File: src/rtl/swz_pkg.sv
// Package: shared types for the swizzled address generator.
// Assumes: mode codes are fixed by the descriptor format (0..3).
package swz_pkg;

    typedef enum logic [1:0] {
        SWZ_NONE = 2'd0,
        SWZ_B32  = 2'd1,
        SWZ_B64  = 2'd2,
        SWZ_B128 = 2'd3
    } swz_mode_e;

    // Log2 of the atom row width in bytes for a mode.
    function automatic logic [2:0] atom_shift(input swz_mode_e m);
        case (m)
            SWZ_B32:  atom_shift = 3'd5;
            SWZ_B64:  atom_shift = 3'd6;
            default:  atom_shift = 3'd7;
        endcase
    endfunction

    // Chunk bits that the row phase may flip for a mode.
    function automatic logic [2:0] xor_mask(input swz_mode_e m);
        case (m)
            SWZ_B32:  xor_mask = 3'b001;
            SWZ_B64:  xor_mask = 3'b011;
            SWZ_B128: xor_mask = 3'b111;
            default:  xor_mask = 3'b000;
        endcase
    endfunction

    // Chunk bits that lie inside one atom row.
    function automatic logic [2:0] chunk_mask(input swz_mode_e m);
        case (m)
            SWZ_B32:  chunk_mask = 3'b001;
            SWZ_B64:  chunk_mask = 3'b011;
            default:  chunk_mask = 3'b111;
        endcase
    endfunction

endpackage

File: src/rtl/swz_addr_calc.sv
// Module: swz_addr_calc
// Purpose: combinational mapping of (row, byte column) to a swizzled
// physical byte address and its bank index.
// Assumes: COL_W >= 7 and ROW_W >= 4; 16-byte chunks; 8-row atoms.
module swz_addr_calc
    import swz_pkg::*;
#(
    parameter int ADDR_W   = 18,
    parameter int OFS_W    = 16,
    parameter int ROW_W    = 8,
    parameter int COL_W    = 10,
    parameter int NBANK    = 32,
    parameter int BANK_LSB = 2
) (
    input  logic [ADDR_W-1:0]        start_i,
    input  logic [OFS_W-1:0]         lead_i,
    input  logic [OFS_W-1:0]         stride_i,
    input  swz_mode_e                mode_i,
    input  logic [2:0]               phase_i,
    input  logic [ROW_W-1:0]         row_i,
    input  logic [COL_W-1:0]         col_i,
    output logic [ADDR_W-1:0]        addr_o,
    output logic [$clog2(NBANK)-1:0] bank_o
);
    localparam int BANK_W = $clog2(NBANK);
    localparam int GRP_W  = ROW_W - 3;

    logic [2:0]        sh;
    logic [2:0]        row_in;
    logic [2:0]        phased_row;
    logic [2:0]        log_chunk;
    logic [2:0]        phys_chunk;
    logic [GRP_W-1:0]  row_grp;
    logic [COL_W-1:0]  atom_col;
    logic [ADDR_W-1:0] grp_off;
    logic [ADDR_W-1:0] col_off;
    logic [ADDR_W-1:0] inner_off;

    // Split the coordinate into atom position and chunk, then apply the XOR.
    always_comb begin
        sh         = atom_shift(mode_i);
        row_in     = row_i[2:0];
        row_grp    = row_i[ROW_W-1:3];
        phased_row = row_in + phase_i;
        log_chunk  = col_i[6:4] & chunk_mask(mode_i);
        phys_chunk = log_chunk ^ (phased_row & xor_mask(mode_i));
        atom_col   = col_i >> sh;
    end

    // Sum the three offset terms onto the start address.
    always_comb begin
        grp_off   = ADDR_W'(row_grp) * ADDR_W'(stride_i);
        col_off   = ADDR_W'(atom_col) * ADDR_W'(lead_i);
        inner_off = (ADDR_W'(row_in) << sh)
                  | ADDR_W'({phys_chunk, col_i[3:0]});
        addr_o    = start_i + grp_off + col_off + inner_off;
        bank_o    = addr_o[BANK_LSB +: BANK_W];
    end

endmodule

File: src/rtl/swz_out_stage.sv
// Module: swz_out_stage
// Purpose: one register stage with valid/ready flow control.
// Assumes: downstream may stall indefinitely; payload holds while stalled.
module swz_out_stage #(
    parameter int DATA_W = 23
) (
    input  logic              clk,
    input  logic              rst_n,
    input  logic              in_valid,
    output logic              in_ready,
    input  logic [DATA_W-1:0] in_data,
    output logic              out_valid,
    input  logic              out_ready,
    output logic [DATA_W-1:0] out_data
);
    logic              vld_q;
    logic [DATA_W-1:0] data_q;

    // The stage may load when empty or when its content leaves this cycle.
    always_comb in_ready = !vld_q || out_ready;

    // Register the payload and its valid flag.
    always_ff @(posedge clk) begin
        if (!rst_n) begin
            vld_q  <= 1'b0;
            data_q <= '0;
        end else if (in_ready) begin
            vld_q <= in_valid;
            if (in_valid) data_q <= in_data;
        end
    end

    assign out_valid = vld_q;
    assign out_data  = data_q;

    // a stalled output keeps its payload.
    assert_hold_R7: assert property (@(posedge clk) disable iff (!rst_n)
        (out_valid && !out_ready) |=> (out_valid && $stable(out_data)));

    // no new coordinate is taken while the output is stalled.
    assert_stall_R7: assert property (@(posedge clk) disable iff (!rst_n)
        (out_valid && !out_ready) |-> !in_ready);

endmodule

File: src/rtl/swz_conflict_ck.sv
// Module: swz_conflict_ck
// Purpose: collects LANES addresses, one per take, and reports the
// largest number of distinct addresses falling into any single bank.
// Assumes: groups start at reset; one address at most per cycle.
module swz_conflict_ck #(
    parameter int ADDR_W   = 18,
    parameter int LANES    = 32,
    parameter int NBANK    = 32,
    parameter int BANK_LSB = 2
) (
    input  logic                         clk,
    input  logic                         rst_n,
    input  logic                         take_i,
    input  logic [ADDR_W-1:0]            addr_i,
    output logic                         conf_valid_o,
    output logic [$clog2(LANES+1)-1:0]   conf_degree_o
);
    localparam int IDX_W  = $clog2(LANES);
    localparam int DEG_W  = $clog2(LANES + 1);
    localparam int BANK_W = $clog2(NBANK);

    logic [ADDR_W-1:0] seen_q [LANES];
    logic [DEG_W-1:0]  cnt_q  [NBANK];
    logic [IDX_W-1:0]  idx_q;
    logic [DEG_W-1:0]  max_q;
    logic [BANK_W-1:0] bank_new;
    logic [LANES-1:0]  hit;
    logic              dup;
    logic [DEG_W-1:0]  cnt_next;
    logic [DEG_W-1:0]  max_next;

    // Compare the new address with every address already in the group.
    for (genvar g = 0; g < LANES; g++) begin : g_cmp
        assign hit[g] = (IDX_W'(g) < idx_q) && (seen_q[g] == addr_i);
    end

    // Work out the bank count and running maximum after this address.
    always_comb begin
        bank_new = addr_i[BANK_LSB +: BANK_W];
        dup      = |hit;
        cnt_next = cnt_q[bank_new] + (dup ? DEG_W'(0) : DEG_W'(1));
        max_next = (cnt_next > max_q) ? cnt_next : max_q;
    end

    // Record the address, update counts, and close the group on the last lane.
    always_ff @(posedge clk) begin
        if (!rst_n) begin
            idx_q         <= '0;
            max_q         <= '0;
            conf_valid_o  <= 1'b0;
            conf_degree_o <= '0;
            for (int b = 0; b < NBANK; b++) cnt_q[b] <= '0;
            for (int l = 0; l < LANES; l++) seen_q[l] <= '0;
        end else begin
            conf_valid_o <= 1'b0;
            if (take_i) begin
                seen_q[idx_q] <= addr_i;
                if (idx_q == IDX_W'(LANES - 1)) begin
                    conf_valid_o  <= 1'b1;
                    conf_degree_o <= max_next;
                    idx_q         <= '0;
                    max_q         <= '0;
                    for (int b = 0; b < NBANK; b++) cnt_q[b] <= '0;
                end else begin
                    idx_q           <= idx_q + 1'b1;
                    max_q           <= max_next;
                    cnt_q[bank_new] <= cnt_next;
                end
            end
        end
    end

    // the report is a single-cycle pulse.
    assert_pulse_R9: assert property (@(posedge clk) disable iff (!rst_n)
        conf_valid_o |=> !conf_valid_o);

    // a reported degree lies between 1 and the group size.
    assert_degree_range_R9: assert property (@(posedge clk) disable iff (!rst_n)
        conf_valid_o |-> (conf_degree_o >= DEG_W'(1) && conf_degree_o <= DEG_W'(LANES)));

endmodule

File: src/rtl/swz_addr_gen.sv
// Module: swz_addr_gen (top)
// Purpose: streams tile coordinates through the swizzle address map,
// registers the result, and feeds a bank-conflict counter.
// Assumes: descriptor inputs stay stable while coordinates are in flight.
module swz_addr_gen
    import swz_pkg::*;
#(
    parameter int ADDR_W   = 18,
    parameter int OFS_W    = 16,
    parameter int ROW_W    = 8,
    parameter int COL_W    = 10,
    parameter int LANES    = 32,
    parameter int NBANK    = 32,
    parameter int BANK_LSB = 2
) (
    input  logic                       clk,
    input  logic                       rst_n,
    input  logic [ADDR_W-1:0]          desc_start,
    input  logic [OFS_W-1:0]           desc_lead,
    input  logic [OFS_W-1:0]           desc_stride,
    input  logic [1:0]                 desc_mode,
    input  logic [2:0]                 desc_phase,
    input  logic                       in_valid,
    output logic                       in_ready,
    input  logic [ROW_W-1:0]           in_row,
    input  logic [COL_W-1:0]           in_col,
    output logic                       out_valid,
    input  logic                       out_ready,
    output logic [ADDR_W-1:0]          out_addr,
    output logic [$clog2(NBANK)-1:0]   out_bank,
    output logic                       conf_valid,
    output logic [$clog2(LANES+1)-1:0] conf_degree
);
    localparam int BANK_W = $clog2(NBANK);
    localparam int PAY_W  = ADDR_W + BANK_W;

    logic [ADDR_W-1:0] calc_addr;
    logic [BANK_W-1:0] calc_bank;
    logic [PAY_W-1:0]  stage_out;

    swz_addr_calc #(
        .ADDR_W(ADDR_W), .OFS_W(OFS_W), .ROW_W(ROW_W), .COL_W(COL_W),
        .NBANK(NBANK), .BANK_LSB(BANK_LSB)
    ) u_calc (
        .start_i (desc_start),
        .lead_i  (desc_lead),
        .stride_i(desc_stride),
        .mode_i  (swz_mode_e'(desc_mode)),
        .phase_i (desc_phase),
        .row_i   (in_row),
        .col_i   (in_col),
        .addr_o  (calc_addr),
        .bank_o  (calc_bank)
    );

    swz_out_stage #(.DATA_W(PAY_W)) u_stage (
        .clk      (clk),
        .rst_n    (rst_n),
        .in_valid (in_valid),
        .in_ready (in_ready),
        .in_data  ({calc_bank, calc_addr}),
        .out_valid(out_valid),
        .out_ready(out_ready),
        .out_data (stage_out)
    );

    // Split the registered payload into address and bank.
    always_comb begin
        out_addr = stage_out[ADDR_W-1:0];
        out_bank = stage_out[PAY_W-1:ADDR_W];
    end

    swz_conflict_ck #(
        .ADDR_W(ADDR_W), .LANES(LANES), .NBANK(NBANK), .BANK_LSB(BANK_LSB)
    ) u_conflict (
        .clk          (clk),
        .rst_n        (rst_n),
        .take_i       (out_valid && out_ready),
        .addr_i       (out_addr),
        .conf_valid_o (conf_valid),
        .conf_degree_o(conf_degree)
    );

    // the registered bank agrees with the registered address.
    assert_bank_match_R6: assert property (@(posedge clk) disable iff (!rst_n)
        out_valid |-> (out_bank == out_addr[BANK_LSB +: BANK_W]));

    // with 16-byte aligned descriptor terms the byte within a chunk is kept.
    assert_byte_keep_R1: assert property (@(posedge clk) disable iff (!rst_n)
        (in_valid && desc_start[3:0] == 4'd0 && desc_lead[3:0] == 4'd0
         && desc_stride[3:0] == 4'd0) |-> (calc_addr[3:0] == in_col[3:0]));

endmodule

File: config.mk
export PLATFORM = sky130hd
export DESIGN_NAME = swz_addr_gen
export DESIGN_NICKNAME = d
export VERILOG_FILES = /design/src/rtl/swz_pkg.sv /design/src/rtl/swz_addr_calc.sv /design/src/rtl/swz_out_stage.sv /design/src/rtl/swz_conflict_ck.sv /design/src/rtl/swz_addr_gen.sv
export SDC_FILE = /design/constraint.sdc
export NUM_CORES = 2
export LEC_CHECK = 0
export CAP_MARGIN = 20
export CELL_PAD_IN_SITES_DETAIL_PLACEMENT = 0
export CELL_PAD_IN_SITES_GLOBAL_PLACEMENT = 2
export CORE_UTILIZATION = 40
export DETAILED_ROUTE_END_ITERATION = 8
export PLACE_DENSITY = 0.78
export SLEW_MARGIN = 30
export SYNTH_ARGS = -nofsm -noshare
export SYNTH_HDL_FRONTEND = slang
export SYNTH_SLANG_ARGS = --single-unit
File: constraint.sdc
create_clock -name clk -period 8.4 [get_ports clk]
set_input_delay 1.68 -clock clk [delete_from_list [all_inputs] [get_ports clk]]
set_output_delay 1.68 -clock clk [all_outputs]
set_load 0.005 [all_outputs]
==> summary by stage <==
Clock network
Post-CTS timing repair inserted 0 buffers for setup. The TritonCTS clock tree is built. Counting along the longest clock path gives a buffer depth of 3. The later pin in the worst-skew pair is clocked with a latency of 0.65 ns. The root buffer cell is sky130_fd_sc_hd__clkbuf_16. The total of hold buffers inserted after clock tree synthesis is 0.

In this run, CTS created clock tree buffers numbering 86. The total number of H-tree levels is 3. The clock drives 792 sinks. Clock-pin slew was measured on the worst setup and hold paths at 0.06 ns.

Yosys
The compound-gate portion of the synthesized area came to 0.0204. The number of synthesized register bits is 792. By area the synthesized netlist is led by sky130_fd_sc_hd__edfxtp_1, sky130_fd_sc_hd__and2_1, sky130_fd_sc_hd__fa_1. Counting flops with a built-in enable in the synthesized netlist gives 750. The simple-gate share of the synthesized area is 0.166. The share of synthesized area in the top cell type comes to 0.508. Of the total synthesized cell area, the portion taken by full adders, half adders and majority gates is 0.0909.

The cell count after synthesis came out at 3,657. Sorting the synthesized cells by how often they occur yields sky130_fd_sc_hd__edfxtp_1, sky130_fd_sc_hd__and2_1, sky130_fd_sc_hd__xor2_1. The share of synthesized registers carrying an async set or reset is 0.

The combinational family with the most area after synthesis is simple AND/OR/NAND/NOR gates. Summing every instance area after synthesis gives 0.0443 mm². For this run, the number of Yosys warnings is 0. The multiplexer area fraction after synthesis is 0.0360. The number of different library cells in the post-synthesis netlist is 57.

The number of nets produced by synthesis is 3,969. The most frequent cell after synthesis is sky130_fd_sc_hd__edfxtp_1. Summed over all instances, the cell type with the most area after synthesis is sky130_fd_sc_hd__edfxtp_1.

Among all flip-flop cells after synthesis, the most frequent one is sky130_fd_sc_hd__edfxtp_1. The post-synthesis average cell area is 12.1 µm². Of the total synthesized cell area, the portion taken by XOR and XNOR cells is 0.119. For this run, the register share of the synthesized area comes to 0.527.

Global route
The number of antenna violations at the first check in global routing came to 1. The first global-routing pass estimated 167,000 µm of wire. The total congestion overflow is 0. The maximum number of pins on one net before global-route repair is 46. The via count of the first global-routing pass is 27.2k.

The global-route usage over all layers is 0.196.

Placement
The post-placement cell count is 5,124. The final weighted congestion in routability-driven placement is 0.781. The quantity of I/O buffers inserted on ports is 108.

The placement-stage worst setup slack is -0.307 ns. After legalization and detailed placement, the total HPWL measured 69,800 µm.

Layout
The ratio of cells with drive above 1 in the final layout is 0.0949. The net count of the finished layout is 4,048. The area added between synthesis and finish is 12.8%. After the flow finishes, the layout carries non-filler instances totaling 5,280.

The count of antenna diodes in the layout is 0.

Floorplan
The die height is 335 µm. The die span in x is 335 µm. The floorplan step defined a die boundary enclosing 0.112 mm².

The number of ports placed on the die boundary is 109. The total core area is 0.109 mm². After floorplanning, the core was divided into 121 placement rows. For this configuration, the core starts out at a cell density of 0.406.

Critical path
The worst setup path is launched from an input pin. The endpoint type of the worst setup path is a flop. Along the worst path, the maximum fanout reaches 4. The critical path data required time is 8.91 ns.

The critical path is of the in2reg type. The endpoint arrival time on the critical path is 8.48 ns.

Route
The routed via count is 26.3k. The number of nets with antenna violations after detailed routing is 0. The violation count after the first detailed-routing iteration is 1,907. In the routed layout, each cell is associated on average with a via count of 4.98. The number of remaining DRC errors is 0.

The final wirelength is 108,000 µm. The first-pass iteration count of the detailed router is 5. The post-detailed-route wirelength per cell is 20.4 µm.

STA
After layout, the minimum clock period comes to 7.97 ns. The number of endpoints failing setup at the final stage is 0. The worst-margin pin slew is 0.929 ns. The hold violation count in the final report is 0.

Setup repair after global routing left no endpoint under its margin. The final count of pins violating max slew is 0. Of the available clock period, the critical path in the final layout requires 0.949. The clock arrives with 0.0528 ns of skew. The setup TNS is 0 ns. The final worst setup slack is 0.427 ns. Static timing analysis puts the maximum clock frequency at 0.125 GHz. The worst slew margin relative to its limit is 0.378.

Power and ir drop
The power density over the cells is 287 mW/mm². The leakage power figure is 19.2 nW. The worst supply voltage drop on vdd is 0.277 mV.

Hold path
The worst hold path belongs to the class reg2reg.

Job
Across the run, the number of max-cap violations was 0.

Run status
The run finished with clean final reports.
==> stage by stage <==
stage | hold WS [ns] | area (µm²) | utilization | power, mW
after detailed placement | 0.485 | 47400 | 0.434 | 11.0
after floorplan | 0.444 | 44300 | - | 8.92
after global routing | 0.509 | 50000 | 0.458 | 15.3
after CTS | 0.492 | 50000 | 0.457 | 14.5
final | 0.489 | 50000 | 0.458 | 14.4
after global placement | 0.460 | 47400 | 0.434 | 11.0
==> per-layer routing <==
layer | global-route usage | vias up | routed length, µm
met5 | 0 | - | 0
met4 | 0.0427 | 0 | 1770
met3 | 0.0249 | 123 | 4380
met2 | 0.335 | 503 | 52900
met1 | 0.266 | 13200 | 48600
li1 | - | 12400 | -
==> worst max-delay path, cell delays in order <==
cell and delay (ns):
sky130_fd_sc_hd__clkdlybuf4s50_1 0.51, sky130_fd_sc_hd__inv_1 0.09, sky130_fd_sc_hd__ha_1 0.23, sky130_fd_sc_hd__buf_4 0.16, sky130_fd_sc_hd__mux2i_1 0.11, sky130_fd_sc_hd__a21oi_1 0.27
sky130_fd_sc_hd__buf_4 0.20, sky130_fd_sc_hd__nand2_1 0.07, sky130_fd_sc_hd__fa_1 0.52, sky130_fd_sc_hd__fa_1 0.55, sky130_fd_sc_hd__inv_1 0.04, sky130_fd_sc_hd__ha_1 0.29
sky130_fd_sc_hd__fa_1 0.45, sky130_fd_sc_hd__fa_1 0.51, sky130_fd_sc_hd__inv_1 0.05, sky130_fd_sc_hd__fa_1 0.47, sky130_fd_sc_hd__inv_1 0.04, sky130_fd_sc_hd__ha_1 0.28
sky130_fd_sc_hd__a21oi_1 0.24, sky130_fd_sc_hd__a21boi_0 0.18, sky130_fd_sc_hd__a2111oi_1 0.44, sky130_fd_sc_hd__buf_4 0.18, sky130_fd_sc_hd__nor3_1 0.04, sky130_fd_sc_hd__a2111oi_0 0.41
sky130_fd_sc_hd__buf_4 0.20, sky130_fd_sc_hd__a21oi_1 0.07, sky130_fd_sc_hd__xnor2_1 0.13, sky130_fd_sc_hd__a21oi_1 0.07
==> placed cells by master (no fill, tap or decap), types with 21 or more instances in the layout <==
master and n:
sky130_fd_sc_hd__xor2_1 319, sky130_fd_sc_hd__nor2_1 242, sky130_fd_sc_hd__xnor2_1 278, sky130_fd_sc_hd__clkinv_1 23, sky130_fd_sc_hd__nand3_1 21, sky130_fd_sc_hd__buf_4 115
sky130_fd_sc_hd__mux4_2 59, sky130_fd_sc_hd__ha_1 90, sky130_fd_sc_hd__nand4_1 72, sky130_fd_sc_hd__clkbuf_16 88, sky130_fd_sc_hd__fa_1 145, sky130_fd_sc_hd__edfxtp_1 750
sky130_fd_sc_hd__and2_1 681, sky130_fd_sc_hd__a21oi_1 45, sky130_fd_sc_hd__nor4_1 86, sky130_fd_sc_hd__o21ai_1 32, sky130_fd_sc_hd__nand2_1 168, sky130_fd_sc_hd__inv_1 200
sky130_fd_sc_hd__clkdlybuf4s50_1 107, sky130_fd_sc_hd__clkbuf_1 25, sky130_fd_sc_hd__dfxtp_1 22
==> power by group <==
part,internal [mW],switching (mW),leakage (nW)
clock network,1.97,1.56,1.26
logic,2.61,3.19,9.98
registers,4.52,0.529,7.95
total,9.10,5.27,19.2
==> final timing paths <==
path | slack [ns] | end | depth (start not counted) | from
min | 0.49 | u_conflict.max_q[5]$_SDFFE_PN0P_ | 2 | u_conflict.max_q[5]$_SDFFE_PN0P_
min reg2reg | 0.49 | u_conflict.max_q[5]$_SDFFE_PN0P_ | 2 | u_conflict.max_q[5]$_SDFFE_PN0P_
max | 0.43 | u_stage.out_data[17]$_SDFFE_PN0P_ | 28 | desc_mode[0]
max reg2reg | 2.23 | u_conflict.max_q[4]$_SDFFE_PN0P_ | 22 | u_conflict.idx_q[4]$_SDFFE_PN0P_
==> logic make-up (layout without fill, tap and decap cells) <==
| group | count (synthesis) | after routing |
|---|---|---|
| and+or+nand+nor | 1350 | 1350 |
| buffers and inverters | 446 | 593 |
| adders and majority gates | 235 | 235 |
| xor gates and xnor gates | 601 | 601 |
| muxes | 84 | 84 |
| DFF | 792 | 792 |
| AOI/OAI and AO/OA | 149 | 149 |
==> registers in the layout, indices dropped and copies added (netlist names), named ones only <==
| register | cells |
|---|---|
| u_conflict.seen_q | 558 |
| u_conflict.cnt_q | 192 |
| u_stage.out_data | 18 |
| u_conflict.conf_degree_o | 6 |
| u_conflict.max_q | 6 |
| u_conflict.idx_q | 5 |
| u_conflict.conf_valid_o | 1 |
| u_stage.out_valid | 1 |
==> what timing repair did <==
item / 4_1_cts / 5_1_grt
endpoints found under the hold margin: 0 / 0
gates resized for setup: 0 / 3
setup endpoints to repair: 0 / 2
==> area by class of cell <==
type / instances / area, µm²
Fill cell: 10000 / 59300
Sequential cell: 792 / 23400
Multi-Input combinational cell: 2419 / 19200
Clock buffer: 114 / 2310
Timing Repair Buffer: 234 / 2160
Tap cell: 1476 / 1850
Inverter: 203 / 762
Clock inverter: 42 / 269
No activity file was read; power rests on OpenSTA's default activity.
